### src/rtl/psimd_pkg.sv
package psimd_pkg;
  typedef enum logic [1:0] {OP_ADD = 2'd0, OP_SUB = 2'd1, OP_MUL = 2'd2, OP_MAC = 2'd3} opE;
  typedef enum logic [1:0] {SZ_BYTE = 2'd0, SZ_HALF = 2'd1, SZ_WORD = 2'd2, SZ_WIDE = 2'd3} sizeE;

  // control strobes handed to the datapath
  typedef struct packed {
    logic addGo;
    logic subMode;
    logic mulGo;
    logic macMode;
    logic byteMode;
    logic halfMode;
  } strobeT;
endpackage

### src/rtl/psimd_ctrl.sv
module psimd_ctrl
  import psimd_pkg::*;
(
  input  logic       clk,
  input  logic       rstN,
  input  logic       inValid,
  input  logic [1:0] opcode,
  input  logic [1:0] sizeCode,
  output strobeT     stS0,
  output strobeT     stS1,
  output logic       addValid,
  output logic       mulValid
);
  always_comb begin
    stS0.addGo    = inValid && (opcode == OP_ADD || opcode == OP_SUB);
    stS0.subMode  = (opcode == OP_SUB);
    stS0.mulGo    = inValid && (opcode == OP_MUL || opcode == OP_MAC);
    stS0.macMode  = (opcode == OP_MAC);
    stS0.byteMode = (sizeCode == SZ_BYTE);
    stS0.halfMode = (sizeCode == SZ_HALF);
  end

  always_ff @(posedge clk or negedge rstN) begin
    if (!rstN) begin
      stS1     <= '0;
      addValid <= 1'b0;
      mulValid <= 1'b0;
    end else begin
      stS1     <= stS0;
      addValid <= stS0.addGo;
      mulValid <= stS1.mulGo;
    end
  end
endmodule

### src/rtl/psimd_slice.sv
module psimd_slice
  import psimd_pkg::*;
#(
  parameter int SW = 32
) (
  input  logic           clk,
  input  logic           rstN,
  input  strobeT         stS0,
  input  strobeT         stS1,
  input  logic [SW-1:0]  a,
  input  logic [SW-1:0]  b,
  input  logic [SW-1:0]  c,
  output logic [SW-1:0]  addRes,
  output logic [SW/8-1:0] addFlg,
  output logic [SW-1:0]  mulRes
);
  localparam int NBY = SW / 8;
  localparam int NHW = NBY / 2;

  // byte-wide adders chained through gated carries
  function automatic logic [NBY+SW-1:0] gatedAdd(input logic [SW-1:0] x, input logic [SW-1:0] y,
                                                 input logic sub, input logic byteM, input logic halfM);
    logic [SW-1:0]  s;
    logic [NBY-1:0] f;
    logic           cy;
    logic [8:0]     t;
    logic [7:0]     yb;
    cy = 1'b0;
    s  = '0;
    f  = '0;
    for (int k = 0; k < NBY; k++) begin
      yb = sub ? ~y[k*8 +: 8] : y[k*8 +: 8];
      if (k == 0 || byteM || (halfM && (k % 2 == 0))) cy = sub;
      t = {1'b0, x[k*8 +: 8]} + {1'b0, yb} + {8'b0, cy};
      s[k*8 +: 8] = t[7:0];
      cy = t[8];
      f[k] = (k == NBY-1 || byteM || (halfM && (k % 2 == 1))) ? (cy ^ sub) : 1'b0;
    end
    return {f, s};
  endfunction

  logic [NBY+SW-1:0] addComb;
  always_comb addComb = gatedAdd(a, b, stS0.subMode, stS0.byteMode, stS0.halfMode);

  always_ff @(posedge clk or negedge rstN) begin
    if (!rstN) begin
      addRes <= '0;
      addFlg <= '0;
    end else if (stS0.addGo) begin
      addRes <= addComb[SW-1:0];
      addFlg <= addComb[NBY+SW-1:SW];
    end
  end

  // shared partial-product array, gated by element membership
  logic [15:0] ppD [NBY][NBY];
  logic [15:0] ppQ [NBY][NBY];
  logic [SW-1:0] accQ;

  always_comb begin
    for (int i = 0; i < NBY; i++) begin
      for (int j = 0; j < NBY; j++) begin
        logic keep;
        if (stS0.byteMode)      keep = (i == j);
        else if (stS0.halfMode) keep = ((i / 2) == (j / 2));
        else                    keep = ((i + j) < NBY);
        ppD[i][j] = keep ? ({8'b0, a[i*8 +: 8]} * {8'b0, b[j*8 +: 8]}) : 16'h0;
      end
    end
  end

  always_ff @(posedge clk or negedge rstN) begin
    if (!rstN) begin
      accQ <= '0;
      for (int i = 0; i < NBY; i++)
        for (int j = 0; j < NBY; j++)
          ppQ[i][j] <= 16'h0;
    end else if (stS0.mulGo) begin
      accQ <= c;
      for (int i = 0; i < NBY; i++)
        for (int j = 0; j < NBY; j++)
          ppQ[i][j] <= ppD[i][j];
    end
  end

  // combine partial products per precision, then accumulate
  logic [SW-1:0] prodB, prodH, prodW, prodSel;
  logic [NBY+SW-1:0] macComb;

  always_comb begin
    prodB = '0;
    prodH = '0;
    prodW = '0;
    for (int k = 0; k < NBY; k++) prodB[k*8 +: 8] = ppQ[k][k][7:0];
    for (int h = 0; h < NHW; h++) begin
      prodH[h*16 +: 16] = ppQ[2*h][2*h]
                        + {ppQ[2*h+1][2*h][7:0], 8'h00}
                        + {ppQ[2*h][2*h+1][7:0], 8'h00};
    end
    for (int i = 0; i < NBY; i++)
      for (int j = 0; j < NBY; j++)
        if ((i + j) < NBY) prodW = prodW + (SW'(ppQ[i][j]) << (8 * (i + j)));
    if (stS1.byteMode)      prodSel = prodB;
    else if (stS1.halfMode) prodSel = prodH;
    else                    prodSel = prodW;
    macComb = gatedAdd(prodSel, accQ, 1'b0, stS1.byteMode, stS1.halfMode);
  end

  always_ff @(posedge clk or negedge rstN) begin
    if (!rstN)            mulRes <= '0;
    else if (stS1.mulGo)  mulRes <= stS1.macMode ? macComb[SW-1:0] : prodSel;
  end
endmodule

### src/rtl/psimd_datapath.sv
module psimd_datapath
  import psimd_pkg::*;
#(
  parameter int NUM_SLICES = 2
) (
  input  logic                    clk,
  input  logic                    rstN,
  input  strobeT                  stS0,
  input  strobeT                  stS1,
  input  logic [32*NUM_SLICES-1:0] opA,
  input  logic [32*NUM_SLICES-1:0] opB,
  input  logic [32*NUM_SLICES-1:0] acc,
  output logic [32*NUM_SLICES-1:0] addResult,
  output logic [4*NUM_SLICES-1:0]  addFlags,
  output logic [32*NUM_SLICES-1:0] mulResult
);
  localparam int SW  = 32;
  localparam int NBY = SW / 8;

  for (genvar s = 0; s < NUM_SLICES; s++) begin : gSlice
    psimd_slice #(.SW(SW)) uSlice (
      .clk    (clk),
      .rstN   (rstN),
      .stS0   (stS0),
      .stS1   (stS1),
      .a      (opA[s*SW +: SW]),
      .b      (opB[s*SW +: SW]),
      .c      (acc[s*SW +: SW]),
      .addRes (addResult[s*SW +: SW]),
      .addFlg (addFlags[s*NBY +: NBY]),
      .mulRes (mulResult[s*SW +: SW])
    );
  end
endmodule

### src/rtl/psimd_lane.sv
module psimd_lane
  import psimd_pkg::*;
#(
  parameter int NUM_SLICES = 2
) (
  input  logic                     clk,
  input  logic                     rstN,
  input  logic                     inValid,
  input  logic [1:0]               opcode,
  input  logic [1:0]               sizeCode,
  input  logic [32*NUM_SLICES-1:0] opA,
  input  logic [32*NUM_SLICES-1:0] opB,
  input  logic [32*NUM_SLICES-1:0] acc,
  output logic                     addValid,
  output logic [32*NUM_SLICES-1:0] addResult,
  output logic [4*NUM_SLICES-1:0]  addFlags,
  output logic                     mulValid,
  output logic [32*NUM_SLICES-1:0] mulResult
);
  strobeT stS0, stS1;

  psimd_ctrl uCtrl (
    .clk      (clk),
    .rstN     (rstN),
    .inValid  (inValid),
    .opcode   (opcode),
    .sizeCode (sizeCode),
    .stS0     (stS0),
    .stS1     (stS1),
    .addValid (addValid),
    .mulValid (mulValid)
  );

  psimd_datapath #(.NUM_SLICES(NUM_SLICES)) uDp (
    .clk       (clk),
    .rstN      (rstN),
    .stS0      (stS0),
    .stS1      (stS1),
    .opA       (opA),
    .opB       (opB),
    .acc       (acc),
    .addResult (addResult),
    .addFlags  (addFlags),
    .mulResult (mulResult)
  );
endmodule

### config.mk
export PLATFORM = sky130hd
export DESIGN_NAME = psimd_lane
export DESIGN_NICKNAME = d
export VERILOG_FILES = /design/src/rtl/psimd_pkg.sv /design/src/rtl/psimd_ctrl.sv /design/src/rtl/psimd_slice.sv /design/src/rtl/psimd_datapath.sv /design/src/rtl/psimd_lane.sv
export SDC_FILE = /design/constraint.sdc
export NUM_CORES = 2
export LEC_CHECK = 0
export CAP_MARGIN = 20
export CORE_AREA = 2 2 388 390
export DETAILED_ROUTE_END_ITERATION = 10
export DIE_AREA = 0 0 390 392
export GPL_TIMING_DRIVEN = 1
export PLACE_DENSITY = 0.8
export SKIP_CTS_REPAIR_TIMING = 1
export SYNTH_ARGS = -nofsm -noshare
export SYNTH_HDL_FRONTEND = slang
export SYNTH_SLANG_ARGS = --single-unit
### constraint.sdc
create_clock -name clk -period 10.05 [get_ports clk]
set_input_delay 1.5075 -clock clk [delete_from_list [all_inputs] [get_ports clk]]
set_output_delay 1.5075 -clock clk [all_outputs]
set_load 0.02 [all_outputs]
== After elaboration in Yosys (flattened, before gate mapping) ==
Cells that the tools add are included.
Storage, ports and cells
  bits of input ports: 199
  output and inout bits: 138
  logic and storage cells: 215
  bits in registers: 542
Operators by class
  eq/ne operators: 4
  bitwise operators: 16
  add/subtract/negate cells: 56
  multipliers: 28
  reduce and logical (&&, ||, !) cells: 8
  muxes and demuxes: 61
Operator list (number)
  adder 32 bit: 12
  multiplier 8 x 8 -> 16 bit: 14
  2-to-1 mux 32 bit: 6
  2-to-1 mux 8 bit: 22
  2-to-1 mux 16 bit: 10
  adder 16 bit: 8
  adder 8 x 8 -> 9 bit: 14
  multiplier 8 x 8 -> 8 bit: 14
  adder 9 x 1 -> 9 bit: 12
  adder 25 x 32 -> 32 bit: 2
  adder 32 x 24 -> 32 bit: 2
  NOT 8 bit: 8
  adder 16 x 24 -> 25 bit: 2
  2-to-1 mux 1 bit: 23
  adder 8 x 1 -> 8 bit: 2
  adder 8 bit: 2
  XOR 1 bit: 8
  equality test 2 x 1 -> 1 bit (second input constant): 2
  equality test 2 bit (second input constant): 2
  logical NOT 2 bit: 2
  logical OR 1 bit: 4
  logical AND 1 bit: 2

== Longest topological paths before layout ==
  depth in word-level cells: 19
  gate-level depth with buffers: 44
  gate-level depth less buffers: 42

== Modules after synthesis ==
From an unflattened synthesis, not the netlist that was laid out.
Second synthesis, totals
  cells, all modules: 8158
  area total of the unflattened synthesis: 74717.9 um^2
Modules (own cells, without submodules)
  psimd_slice (uDp.gSlice[1].uSlice): area an instance 37389.6 um^2, cells each 4125, times used 1, seq. area each 6706.4 um^2
  psimd_slice (uDp.gSlice[0].uSlice): area an instance 37110.6 um^2, cells each 4019, times used 1, seq. area each 6706.4 um^2
  psimd_ctrl: area an instance 217.7 um^2, cells each 14, times used 1, seq. area each 175.2 um^2

== Least setup slack after synthesis ==
OpenSTA, ideal clock, no wires.
  path type: input -> register
  start point: input opcode[1]
  end point: register uDp.gSlice[1].uSlice.addFlg[3]
  required time: 9.934 ns
  data arrival time: 9.616 ns
  path buffers: 3
  stages: 44
  library setup time: 0.116 ns
  setup slack: 0.319 ns
  cells stage by stage: nand2b_1 > clkbuf_1 > buf_1 > buf_1 > xnor2_1 > ha_1 > nor2b_1 > o21ai_0 > a21boi_0 > o21ai_0 > a21boi_0 > o21ai_0 > nand2b_1 > o21ai_0 > fa_1 > fa_1 > nor2b_1 > o21ai_0 > [... 8 more ...] > nor2b_1 > o21ai_0 > a21boi_0 > o21ai_0 > a21boi_0 > o21ai_0 > nand2b_1 > o21ai_0 > fa_1 > fa_1 > nor2b_1 > o21ai_0 > a21boi_0 > o21ai_0 > a21oi_1 > o21a_1 > o21ai_0 > o311ai_0
Between the ends
  longest elaborated chain between the ends: 11
  elaborated cells between the ends (all ways): 20
  classes of those cells: add/sub: 8; eq/ne: 1; mux: 7; bitwise: 1; reduce/logical: 3
RTL lines
  start: declaration: RTL line psimd_lane.sv:9  | input logic [1:0] opcode,
  equality test 2 x 1 -> 1 bit: RTL line psimd_ctrl.sv:15, psimd_ctrl.sv:16
  2-to-1 mux 8 bit: RTL line psimd_slice.sv:32  | yb = sub ? ~y[k*8 +: 8] : y[k*8 +: 8];
  adder 8 x 8 -> 9 bit: RTL line psimd_slice.sv:34  | t = {1'b0, x[k*8 +: 8]} + {1'b0, yb} + {8'b0, cy};
  adder 9 x 1 -> 9 bit: RTL line psimd_slice.sv:34
  2-to-1 mux 1 bit: RTL line psimd_slice.sv:33  | if (k == 0 || byteM || (halfM && (k % 2 == 0))) cy = sub;
  adder 9 x 1 -> 9 bit: RTL line psimd_slice.sv:34
  2-to-1 mux 1 bit: RTL line psimd_slice.sv:33
  adder 9 x 1 -> 9 bit: RTL line psimd_slice.sv:34
  2-to-1 mux 1 bit: RTL line psimd_slice.sv:33
  adder 9 x 1 -> 9 bit: RTL line psimd_slice.sv:34
  XOR 1 bit: RTL line psimd_slice.sv:37  | f[k] = (k == NBY-1 || byteM || (halfM && (k % 2 == 1))) ? (cy ^ sub) : 1'b0;
  end signal: assignment: RTL line psimd_slice.sv:51  | addFlg <= addComb[NBY+SW-1:SW];
  end: declaration: RTL line psimd_slice.sv:14  | output logic [SW/8-1:0] addFlg,
Several ways; a longest one is shown, not always the timed one.
A chain may end at the register's enable or synchronous reset.

== Worst setup path in the final report ==
  start point: input opcode[0]
  end point: register uDp.gSlice[1].uSlice.addFlg[3]
Same word-level chain as after synthesis.

==> qor.yml <==
slowest_delay_ps: 490
regArea_um2: 13600
dpl_cell_area_um2: 79800
outcome: "complete, no violations"
dieArea_um2: 153000
crit_start: "opcode[0]"
relSlewSlack: 0.274
cts_max_level: 3
cap_violations: 0
clkTransAtPathRegs_ps: 60
slew_viol_final: 0
worstSetupPathType: "in -> reg"
final_area_um2: 82500
synth_top_area_share: 0.233
layout_commonest_cell: "nand2_1"
cts_tree: "done"
holdWs_ps: 466
grt_max_degree: 133
crit_family: "compound AO/OA/AOI/OAI gates"
cts_root_buf: "clkbuf_16"
die_h_um: 392
worst_path_max_delay_cell: "clkdlybuf4s50_1"
yosysUniqueCellTypes: 76
layout_common_cells: "1347 x nand2_1, 1174 x inv_1, 960 x ha_1"
skew_ps: 40.0
grt_usage: 0.297
finalCritPeriodShare: 0.950
synth_warnings: 0
synth-simple-area-share: 0.169
synth-compound-area-share: 0.0969
synth_xor_area_frac: 0.0668
clockPowerShare: 0.116
fill_cells: 12800
drc: 0
detail-route-antenna-nets: 0
vias: 60000
via_per_inst: 5.70
cts_buffers: 74
vdd_drop_max_v: 0.000432
seqPwrFrac: 0.137
crit_buf_inv: 1
drive_above_1_share: 0.0477
synth_fp_nets: 10300
hold_start: "uDp.gSlice[0].uSlice.ppQ[3]$_DFFE_PN0P_"
cp_common_cell: "o21ai_1"
clock-sinks: 542
dr.first_iter.drc_count: 4757
rows: 142
yosys.area.top_type: "fa_1"
power_frac_comb: 0.747
ys_seq_area_frac: 0.183
hold_viol: 0
multiInputGateArea_um2: 54500
first_pass_iters: 6
synth_top_family_by_area: "adder cells"
initial_core_util: 0.497
clockBufferDepth: 3
place_congestion: 0.944
cp-end-kind: "flop"
syn2layout_area_growth_pct: 11.5
rr_startpoint: "uDp.gSlice[1].uSlice.ppQ[178]$_DFFE_PN0P_"
synth_fa_ha_area_frac: 0.395
required_ps: 10610
setup_viol: 0
nNetsFinal: 10500
synthMuxAreaShare: 0.00732
finalCriticalPeriod_ps: 9550
grt_overflow_total: 0
ys_top_cells_by_area: "fa_1 23%, dfrtp_1 18%, ha_1 16%"
synth.avg_cell_area_um2: 8.89
power.density_nw_per_um2: 297
syn_area_um2: 74000
io_pins: 337
antenna_found_initial: 8
cp_max_fo: 2
hold_class: "reg -> reg"
start_kind: "primary input"
grt_pass1_wl_um: 354000
wirelength_um: 224000
worstSkewPairLatency_ps: 700
power.internal_uw: 12100
switching_share: 0.505
critPathArrivalTime_ps: 10100
synthCells: 8319
grt_pass1_vias: 63100
ys.flop_type: "dfrtp_1"
wire_per_inst_um: 21.3
dp_hpwl_um: 167000
async_reset_ff_frac: 1.00
io_buffers: 336
layout.cells.non_filler: 10500
chipWidth_um: 390
max_freq_mhz: 105
synth-seq-cells: 542
dp.cells: 10400
cellLeakagePower_uw: 0.0422
core_region_area_um2: 149000
tightestPinTransition_ps: 1090
netSwitchingPower_uw: 12400
synth_edf_count: 0
## metal layers
| layer | share of wire | GRT usage | up-vias |
|---|---|---|---|
| li1 | - | - | 26800 |
| met1 | 0.41 | 0.389 | 30000 |
| met2 | 0.44 | 0.461 | 2629 |
| met3 | 0.096 | 0.0668 | 628 |
| met4 | 0.057 | 0.155 | 10 |
| met5 | 0.00029 | 0 | - |
## flip-flops by register name (all words and copies together) (netlist names)
name	cells
uDp.gSlice.uSlice.mulRes	64
uCtrl.addValid	1
uDp.gSlice.uSlice.ppQ	336
uCtrl.mulValid	1
uDp.gSlice.uSlice.addFlg	8
uDp.gSlice.uSlice.addRes	64
uCtrl.stS1	4
uDp.gSlice.uSlice.accQ	64
## power groups by stage
stage	Sequential [µW]	Clock, µW	Combinational, µW
floorplan	3400	0	12700
global route	3430	2970	20300
detailed placement	3380	0	17900
global placement	3360	0	17300
CTS	3350	2880	18100
finish	3360	2840	18300
## tightest hold or removal path, delay by kind of cell (launching register included)
| family | cells | cell delay (ps) |
|---|---|---|
| flops | 1 | 340 |
| simple gates | 2 | 90 |
## synthesized netlist by cell type, drive strengths merged (4+ instances only)
cell,number
and2,774
mux2i,35
o22ai,4
xor2,150
a22o,116
a41oi,24
buf,27
xnor2,412
dfrtp,542
inv,1175
nand3,104
ha,960
a211oi,18
mux2,17
and3,18
or3,35
a21boi,26
o211ai,13
nand2,1349
clkbuf,397
nor2b,50
or2,17
o21ai,332
o21bai,33
nor2,138
fa,860
a211o,6
a21oi,278
and3b,6
a221o,6
a31oi,20
o31ai,59
nor3b,5
a21o,116
nand3b,20
a221oi,4
nor3,63
o21a,34
nand2b,28
## per-stage QoR
| step | utilization | power, µW | setup slack (ps) | setup TNS [ps] |
|---|---|---|---|---|
| 3_5_place_dp | 0.536 | 21300 | -1380 | -13260 |
| 5_1_grt | 0.554 | 26700 | -59.0 | -78.5 |
| 3_3_place_gp | 0.536 | 20600 | -1140 | -9460 |
| 4_1_cts | 0.553 | 24300 | -688 | -4040 |
| 6_report | 0.554 | 24500 | 504 | 0 |
| 2_1_floorplan | - | 16100 | 319 | 0 |
## area by class of cell
type / count / share of cell area
inverters: 1176 / 0.0536
clock buffers: 89 / 0.0241
repair buffers: 548 / 0.0610
clock inverters: 43 / 0.00679
multi-input cells: 6177 / 0.661
diodes: 2 / 0.0000607
flip-flops and latches: 542 / 0.164
well taps: 1944 / 0.0295
## logic make-up (layout without fill, tap and decap cells)
| kind of cell | after synthesis | count (layout) |
|---|---|---|
| AO/OA/AOI/OAI | 1122 | 1122 |
| XOR/XNOR | 563 | 563 |
| adder cells (fa/ha/maj) | 1820 | 1820 |
| buffers and inverters | 1600 | 1856 |
| flip-flops | 542 | 542 |
| multiplexers | 52 | 52 |
| other | 0 | 2 |
| AND/OR/NAND/NOR | 2620 | 2620 |
## worst paths after layout
check,to,slack (ps),depth (start not counted)
max in group asynchronous,uDp.gSlice[1].uSlice.ppQ[233]$_DFFE_PN0P_,7110,3
max reg2reg,uDp.gSlice[1].uSlice.mulRes[31]$_DFFE_PN0P_,1760,35
max,uDp.gSlice[1].uSlice.addFlg[3]$_DFFE_PN0P_,500,42
min in group asynchronous,uDp.gSlice[0].uSlice.addRes[9]$_DFFE_PN0P_,740,1
min,uDp.gSlice[0].uSlice.ppQ[3]$_DFFE_PN0P_,470,2
min reg2reg,uDp.gSlice[0].uSlice.ppQ[3]$_DFFE_PN0P_,470,2
No activity file was read; power rests on OpenSTA's default activity.
